**config.mk**
```make
export PLATFORM = sky130hd
export DESIGN_NAME = regwin_top
export DESIGN_NICKNAME = d
export VERILOG_FILES = /design/src/rtl/regwin_pkg.sv /design/src/rtl/regwin_cal_counter.sv /design/src/rtl/regwin_chan.sv /design/src/rtl/regwin_top.sv
export SDC_FILE = /design/constraint.sdc
export NUM_CORES = 1
export LEC_CHECK = 0
export ABC_AREA = 1
export BUFFER_PORTS_ARGS = -buffer_cell sky130_fd_sc_hd__buf_2
export CAP_MARGIN = 30
export CORE_ASPECT_RATIO = 1.2
export CORE_MARGIN = 3
export CORE_UTILIZATION = 25
export CTS_BUF_LIST = sky130_fd_sc_hd__clkbuf_8 sky130_fd_sc_hd__clkbuf_16
export DETAILED_ROUTE_END_ITERATION = 16
export GPL_TIMING_DRIVEN = 0
export HOLD_SLACK_MARGIN = 0.03
export MAX_ROUTING_LAYER = met4
export SLEW_MARGIN = 5
export SYNTH_ARGS = -nofsm -noshare
export SYNTH_HDL_FRONTEND = slang
export SYNTH_SLANG_ARGS = --single-unit
```
**constraint.sdc**
```tcl
create_clock -name clk -period 8.68 [get_ports clk]
set_input_delay 2.604 -clock clk [delete_from_list [all_inputs] [get_ports clk]]
set_output_delay 2.604 -clock clk [all_outputs]
set_load 0.05 [all_outputs]
```
**src/rtl/regwin_pkg.sv**
```systemverilog
package regwin_pkg;

   // indices decoded by the data port
   localparam logic [7:0] IDX_CTRL     = 8'h01;
   localparam logic [7:0] IDX_PLL_F    = 8'h02;
   localparam logic [7:0] IDX_PLL_R    = 8'h03;
   localparam logic [7:0] IDX_CABLE    = 8'h0b;
   localparam logic [7:0] IDX_TIM_BASE = 8'h0c;
   localparam logic [7:0] IDX_CNT_LO   = 8'h20;
   localparam logic [7:0] IDX_CNT_HI   = 8'h21;

   localparam int TEST_BIT  = 6;
   localparam int CABLE_BIT = 2;
   localparam int OFS_INDEX = 1;
   localparam int OFS_DATA  = 3;
   localparam int CH_PRI    = 0;
   localparam int CH_SEC    = 1;
   localparam int CNT_SPAN  = 30;

   typedef enum logic [1:0] {
      PORT_NONE,
      PORT_INDEX,
      PORT_DATA
   } port_e;

   function automatic port_e port_of(input int unsigned ofs);
      if (ofs == OFS_INDEX)     return PORT_INDEX;
      else if (ofs == OFS_DATA) return PORT_DATA;
      else                      return PORT_NONE;
   endfunction

   // byte view of the zero-extended calibration count
   function automatic logic [7:0] cnt_byte(input logic [CNT_SPAN-1:0] c,
                                           input logic sec, input logic hi);
      logic [7:0] b;
      case ({sec, hi})
         2'b00:   b = c[7:0];
         2'b01:   b = {1'b0, c[14:8]};
         2'b10:   b = c[22:15];
         default: b = {1'b0, c[29:23]};
      endcase
      return b;
   endfunction

endpackage

```
**src/rtl/regwin_cal_counter.sv**
```systemverilog
module regwin_cal_counter #(
   parameter int CNT_W = 30
) (
   input  logic             clk,
   input  logic             rst_n,
   input  logic             run,
   input  logic             tick,
   output logic [CNT_W-1:0] count
);

   if (CNT_W < 1) begin : g_bad_width
      $error("regwin_cal_counter: CNT_W must be positive");
   end

   // wraps from zero to all ones by modular subtraction
   always_ff @(posedge clk or negedge rst_n) begin
      if (!rst_n)
         count <= '1;
      else if (run && tick)
         count <= count - 1'b1;
   end

endmodule

```
**src/rtl/regwin_chan.sv**
```systemverilog
module regwin_chan #(
   parameter int         NUM_DRV     = 2,
   parameter int         TIM_PER_DRV = 8,
   parameter int         DRV_STRIDE  = 8,
   parameter logic [7:0] TIM_BASE    = 8'h0c
) (
   input  logic       clk,
   input  logic       rst_n,
   input  logic       idx_wr,
   input  logic       data_wr,
   input  logic [7:0] wdata,
   output logic [7:0] index,
   output logic       tim_hit,
   output logic [7:0] tim_rdata
);

   localparam int RW = $clog2(TIM_PER_DRV);

   if (TIM_PER_DRV < 2 || TIM_PER_DRV > DRV_STRIDE) begin : g_bad_bank
      $error("regwin_chan: TIM_PER_DRV must be 2..DRV_STRIDE");
   end
   if (int'(TIM_BASE) + NUM_DRV * DRV_STRIDE > 8'h20) begin : g_bad_span
      $error("regwin_chan: timing banks collide with counter indices");
   end

   always_ff @(posedge clk or negedge rst_n) begin
      if (!rst_n)
         index <= '0;
      else if (idx_wr)
         index <= wdata;
   end

   logic [NUM_DRV-1:0]      hit_v;
   logic [NUM_DRV-1:0][7:0] rd_v;

   for (genvar d = 0; d < NUM_DRV; d++) begin : g_drv
      logic [7:0] bank [TIM_PER_DRV];
      logic [7:0] rel;

      assign rel      = index - 8'(int'(TIM_BASE) + d * DRV_STRIDE);
      assign hit_v[d] = rel < 8'(TIM_PER_DRV);
      assign rd_v[d]  = hit_v[d] ? bank[rel[RW-1:0]] : 8'h00;

      always_ff @(posedge clk or negedge rst_n) begin
         if (!rst_n) begin
            for (int r = 0; r < TIM_PER_DRV; r++) bank[r] <= '0;
         end else if (data_wr && hit_v[d]) begin
            bank[rel[RW-1:0]] <= wdata;
         end
      end
   end

   always_comb begin
      tim_rdata = '0;
      for (int d = 0; d < NUM_DRV; d++) tim_rdata = tim_rdata | rd_v[d];
      tim_hit = |hit_v;
   end

endmodule

```
**src/rtl/regwin_top.sv**
```systemverilog
module regwin_top
   import regwin_pkg::*;
#(
   parameter int  CNT_W       = 30,
   parameter int  NUM_CH      = 2,
   parameter int  CH_STRIDE   = 8,
   parameter int  NUM_DRV     = 2,
   parameter int  TIM_PER_DRV = 8,
   parameter int  DRV_STRIDE  = 8,
   localparam int ADDR_W      = $clog2(NUM_CH * CH_STRIDE)
) (
   input  logic              clk,
   input  logic              rst_n,
   input  logic              ref_tick,
   input  logic [NUM_CH-1:0] cable_slow,
   input  logic [ADDR_W-1:0] bus_addr,
   input  logic              bus_wr,
   input  logic [7:0]        bus_wdata,
   output logic [7:0]        bus_rdata
);

   localparam int OFS_W = $clog2(CH_STRIDE);
   localparam int CH_W  = ADDR_W - OFS_W;

   if (NUM_CH != 2) begin : g_bad_ch
      $error("regwin_top: counter split needs exactly two channels");
   end
   if (CH_STRIDE < 4 || (1 << OFS_W) != CH_STRIDE) begin : g_bad_stride
      $error("regwin_top: CH_STRIDE must be a power of two >= 4");
   end
   if (CNT_W < 1 || CNT_W > CNT_SPAN) begin : g_bad_cnt
      $error("regwin_top: CNT_W must be 1..30");
   end

   logic [CH_W-1:0]  ch_sel;
   logic [OFS_W-1:0] ofs;
   port_e            port;

   assign ch_sel = bus_addr[ADDR_W-1:OFS_W];
   assign ofs    = bus_addr[OFS_W-1:0];
   assign port   = port_of(int'(ofs));

   logic [7:0]              ctrl_q, pll_f_q, pll_r_q;
   logic                    test_run;
   logic [CNT_W-1:0]        cnt_q;
   logic [CNT_SPAN-1:0]     cnt_ext;
   logic [NUM_CH-1:0][7:0]  ch_index;
   logic [NUM_CH-1:0][7:0]  ch_rdata;
   logic [NUM_CH-1:0]       data_wr_v;

   assign test_run = ctrl_q[TEST_BIT];
   assign cnt_ext  = CNT_SPAN'(cnt_q);

   regwin_cal_counter #(.CNT_W(CNT_W)) u_cnt (
      .clk   (clk),
      .rst_n (rst_n),
      .run   (test_run),
      .tick  (ref_tick),
      .count (cnt_q)
   );

   for (genvar c = 0; c < NUM_CH; c++) begin : g_ch
      logic       idx_wr, tim_hit;
      logic [7:0] tim_rd, reg_rd;

      assign idx_wr       = bus_wr && (ch_sel == CH_W'(c)) && (port == PORT_INDEX);
      assign data_wr_v[c] = bus_wr && (ch_sel == CH_W'(c)) && (port == PORT_DATA);

      regwin_chan #(
         .NUM_DRV     (NUM_DRV),
         .TIM_PER_DRV (TIM_PER_DRV),
         .DRV_STRIDE  (DRV_STRIDE),
         .TIM_BASE    (IDX_TIM_BASE)
      ) u_chan (
         .clk       (clk),
         .rst_n     (rst_n),
         .idx_wr    (idx_wr),
         .data_wr   (data_wr_v[c]),
         .wdata     (bus_wdata),
         .index     (ch_index[c]),
         .tim_hit   (tim_hit),
         .tim_rdata (tim_rd)
      );

      always_comb begin
         case (ch_index[c])
            IDX_CTRL:   reg_rd = (c == CH_PRI) ? ctrl_q  : 8'h00;
            IDX_PLL_F:  reg_rd = (c == CH_SEC) ? pll_f_q : 8'h00;
            IDX_PLL_R:  reg_rd = (c == CH_SEC) ? pll_r_q : 8'h00;
            IDX_CABLE:  reg_rd = 8'(cable_slow[c]) << CABLE_BIT;
            IDX_CNT_LO: reg_rd = cnt_byte(cnt_ext, c == CH_SEC, 1'b0);
            IDX_CNT_HI: reg_rd = cnt_byte(cnt_ext, c == CH_SEC, 1'b1);
            default:    reg_rd = tim_hit ? tim_rd : 8'h00;
         endcase
      end

      always_comb begin
         case (port)
            PORT_INDEX: ch_rdata[c] = ch_index[c];
            PORT_DATA:  ch_rdata[c] = reg_rd;
            default:    ch_rdata[c] = 8'h00;
         endcase
      end
   end

   always_ff @(posedge clk or negedge rst_n) begin
      if (!rst_n) begin
         ctrl_q  <= '0;
         pll_f_q <= '0;
         pll_r_q <= '0;
      end else begin
         if (data_wr_v[CH_PRI] && ch_index[CH_PRI] == IDX_CTRL)
            ctrl_q <= bus_wdata;
         if (data_wr_v[CH_SEC] && ch_index[CH_SEC] == IDX_PLL_F)
            pll_f_q <= bus_wdata;
         if (data_wr_v[CH_SEC] && ch_index[CH_SEC] == IDX_PLL_R)
            pll_r_q <= bus_wdata;
      end
   end

   assign bus_rdata = ch_rdata[ch_sel];

endmodule

```
==> flow_summary.ini <==
[outcome]
status = finished clean

[detailed_routing]
wire_per_inst_um = 15.3
vias = 14595
post-route-drc-count = 0
wirelength_um = 50100
vias_per_cell = 4.46
drt-pass1-iter-count = 5
ant_nets = 0
drt_iter0_markers = 1223

[clock_tree]
cts_hold_buf = 0
cts_root_buf = clkbuf_16
insertion_delay_ps = 570
post_cts_resized = 0
clk_pin_slew_ps = 60
htree_levels = 2
numCtsBuffers = 40
cts_sinks = 326
postCtsSetupBuffers = 0
cts_tree = built
cts_buffer_depth = 3

[critical_path]
cpLargestDelayFamily = simple AND/OR/NAND/NOR gates
worstSetupEndpointType = output port
r2r-start = g_ch[0].u_chan.index[2]
r2r_cells = 10
slowest_delay_ps = 720
slowest_stage = nor3_2
worstPathMaxFanout = 10
critPathLaunchType = input port
rrSetupSlack_ps = 5320
cp.arrival_ps = 4610
r2r_end = ctrl_q[6]
cp_cell_sequence = buf_2, nor3_2, clkbuf_1, a21oi_1, nand2_1, nand2_1, inv_1, buf_2
crit_required_ps = 6080
path_class = in2out
crit_buf_inv = 4

[sta]
timing.fmax_mhz = 139
setup_tns_ps = 0
tightest_slew_ps = 897
final-setup-viol-count = 0
maxSlewViolCount = 0
fin_skew_ps = 9.33
finalCriticalPeriod_ps = 7210
rsz0062_at_grt = false
relSlewSlack = 0.402
hold_viol = 0
period_share = 0.831

[layout]
diodes = 0
fill_cells = 7426
seqCellArea_um2 = 8200
synthToLayoutAreaGrowth_pct = 15.5
fin_nets = 2367
layout_common_cells = nand2_1, dfrtp_1, inv_1
final_common_cell = nand2_1
multi_input_area_um2 = 7220
drive_gt1_frac = 0.101
final_util = 0.293
final_cell_area_um2 = 19800

[global_route]
grtUsageTotal = 0.144
antenna_found_initial = 0
grt_max_degree = 101
grt_pass1_vias = 14373
gr-total-overflow = 0
grt_pass1_wl_um = 80000

[synth]
avgSynthCellArea_um2 = 7.52
ys_types = 36
yosysWarnings = 0
synth_area_um2 = 17100
seq_area_frac_synth = 0.479
syn-instance-count = 2278
synth_nets = 2305
yosys_register_bits = 326

[placement]
port_buffers = 17
place_hpwl_um = 35300
placed_cell_area_um2 = 18400
place.gp.congestion = 0.885

[floorplanning]
die-area_um2 = 71700
initial_core_util = 0.254
core_area_um2 = 67400
die_y_um = 293
die_x_um = 245
fp-row-count = 104
ios = 26

[power]
power.density_nw_per_um2 = 212
peakVddDrop_v = 0.000118
p_leak_nw = 9.37

[worst_hold_path]
min_path_type = reg2reg
min_from = g_ch[1].u_chan.g_drv[1].bank[10]
hold_depth = 2
min_to = g_ch[1].u_chan.g_drv[1].bank[10]

[job]
cap_violations = 0
==> flip-flops by register name (all words and copies together) (netlist names) <==
signal	count
pll_f_q	8
u_cnt.count	30
ctrl_q	8
pll_r_q	8
g_ch.u_chan.g_drv.bank	256
g_ch.u_chan.index	16
==> layout make-up <==
cell class,count,area share
multi-input cells,1556,0.365
inverters,275,0.0526
clock buffers,47,0.0555
well taps,901,0.0570
flip-flops and latches,326,0.415
plain buffers,121,0.0338
clock inverters,26,0.0125
repair buffers,20,0.00899
==> where the power goes <==
part	total (mW)	internal, mW	switching (mW)
clock	1.70	1.00	0.702
sequential	1.64	1.59	0.0478
combinational	0.859	0.229	0.629
total	4.20	2.82	1.38
==> worst min-delay path: cells and delay by family (launching register included) <==
family             cells  cell delay [ps]
and+or+nand+nor        1               60
DFF                    1              340
AOI/OAI and AO/OA      1               50
==> synthesized netlist by cell type <==
library cell / number / area (um2)
o21ai_1: 69 / 345
dfstp_2: 30 / 788
nor3_4: 11 / 179
or2_2: 1 / 6.26
buf_2: 33 / 165
nor3_2: 2 / 20.0
nor3_1: 13 / 65.1
ha_1: 9 / 113
clkbuf_1: 54 / 203
o21ai_2: 20 / 175
buf_8: 1 / 15.0
buf_4: 1 / 7.51
dfrtp_1: 296 / 7410
xnor2_1: 9 / 78.8
a31oi_1: 1 / 6.26
inv_2: 6 / 22.5
xor2_1: 18 / 158
nand2_1: 827 / 3100
buf_6: 21 / 236
a21oi_1: 33 / 165
nand3_2: 2 / 20.0
clkinv_1: 3 / 11.3
nand4_4: 8 / 170
nor2_1: 102 / 383
nand2_4: 3 / 33.8
inv_8: 1 / 11.3
nor4_1: 3 / 18.8
buf_1: 11 / 41.3
nor2_4: 1 / 11.3
nand3_1: 174 / 871
nand2_2: 5 / 31.3
inv_1: 265 / 995
o21ai_0: 227 / 1140
nor2_8: 1 / 20.0
nor2_2: 5 / 31.3
nand4_1: 12 / 75.1
==> worst max path at each step <==
stage                      startpoint                                to  slack (ps)  depth (start not counted)
after global placement          rst_n  g_ch[0].u_chan.g_drv[1].bank[53]       -1600                          1
after global routing      bus_addr[1]                      bus_rdata[1]        1360                          8
after CTS                 bus_addr[1]                      bus_rdata[1]        1570                          8
after detailed placement  bus_addr[1]                      bus_rdata[1]        1570                          8
final                     bus_addr[1]                      bus_rdata[1]        1470                          8
after floorplan           bus_addr[1]                      bus_rdata[5]        2290                          6
==> cell families (layout without fill, tap and decap cells) <==
| group | count (synthesis) | in the layout | share of synthesized area |
|---|---|---|---|
| AO/OA/AOI/OAI | 350 | 350 | 0.107 |
| AND/OR/NAND/NOR | 1170 | 1170 | 0.294 |
| XOR/XNOR | 27 | 27 | 0.0138 |
| buffers and inverters | 396 | 489 | 0.0998 |
| flip-flops | 326 | 326 | 0.479 |
| adder cells (fa/ha/maj) | 9 | 9 | 0.00658 |
==> stage by stage <==
stage                     worst slack, ps  cells  total power, mW  hold WS (ps)
after floorplan                      2290   2278             2.22           453
after global placement              -1600   3196             2.51           464
after detailed placement             1570   3199             2.51           467
after CTS                            1570   3272             4.23           483
after global routing                 1360   3272             4.41           497
final                                1470   3272             4.20           481
==> routing by layer <==
metal | global-route usage | wire [um] | vias up
met4 | 0.0450 | 1640 | 0
met5 | - | 0 | -
met3 | 0.0220 | 2560 | 110
met2 | 0.236 | 23400 | 374
li1 | - | - | 7255
met1 | 0.185 | 22400 | 6856
Note: power is estimated with default switching activity, not from simulation.
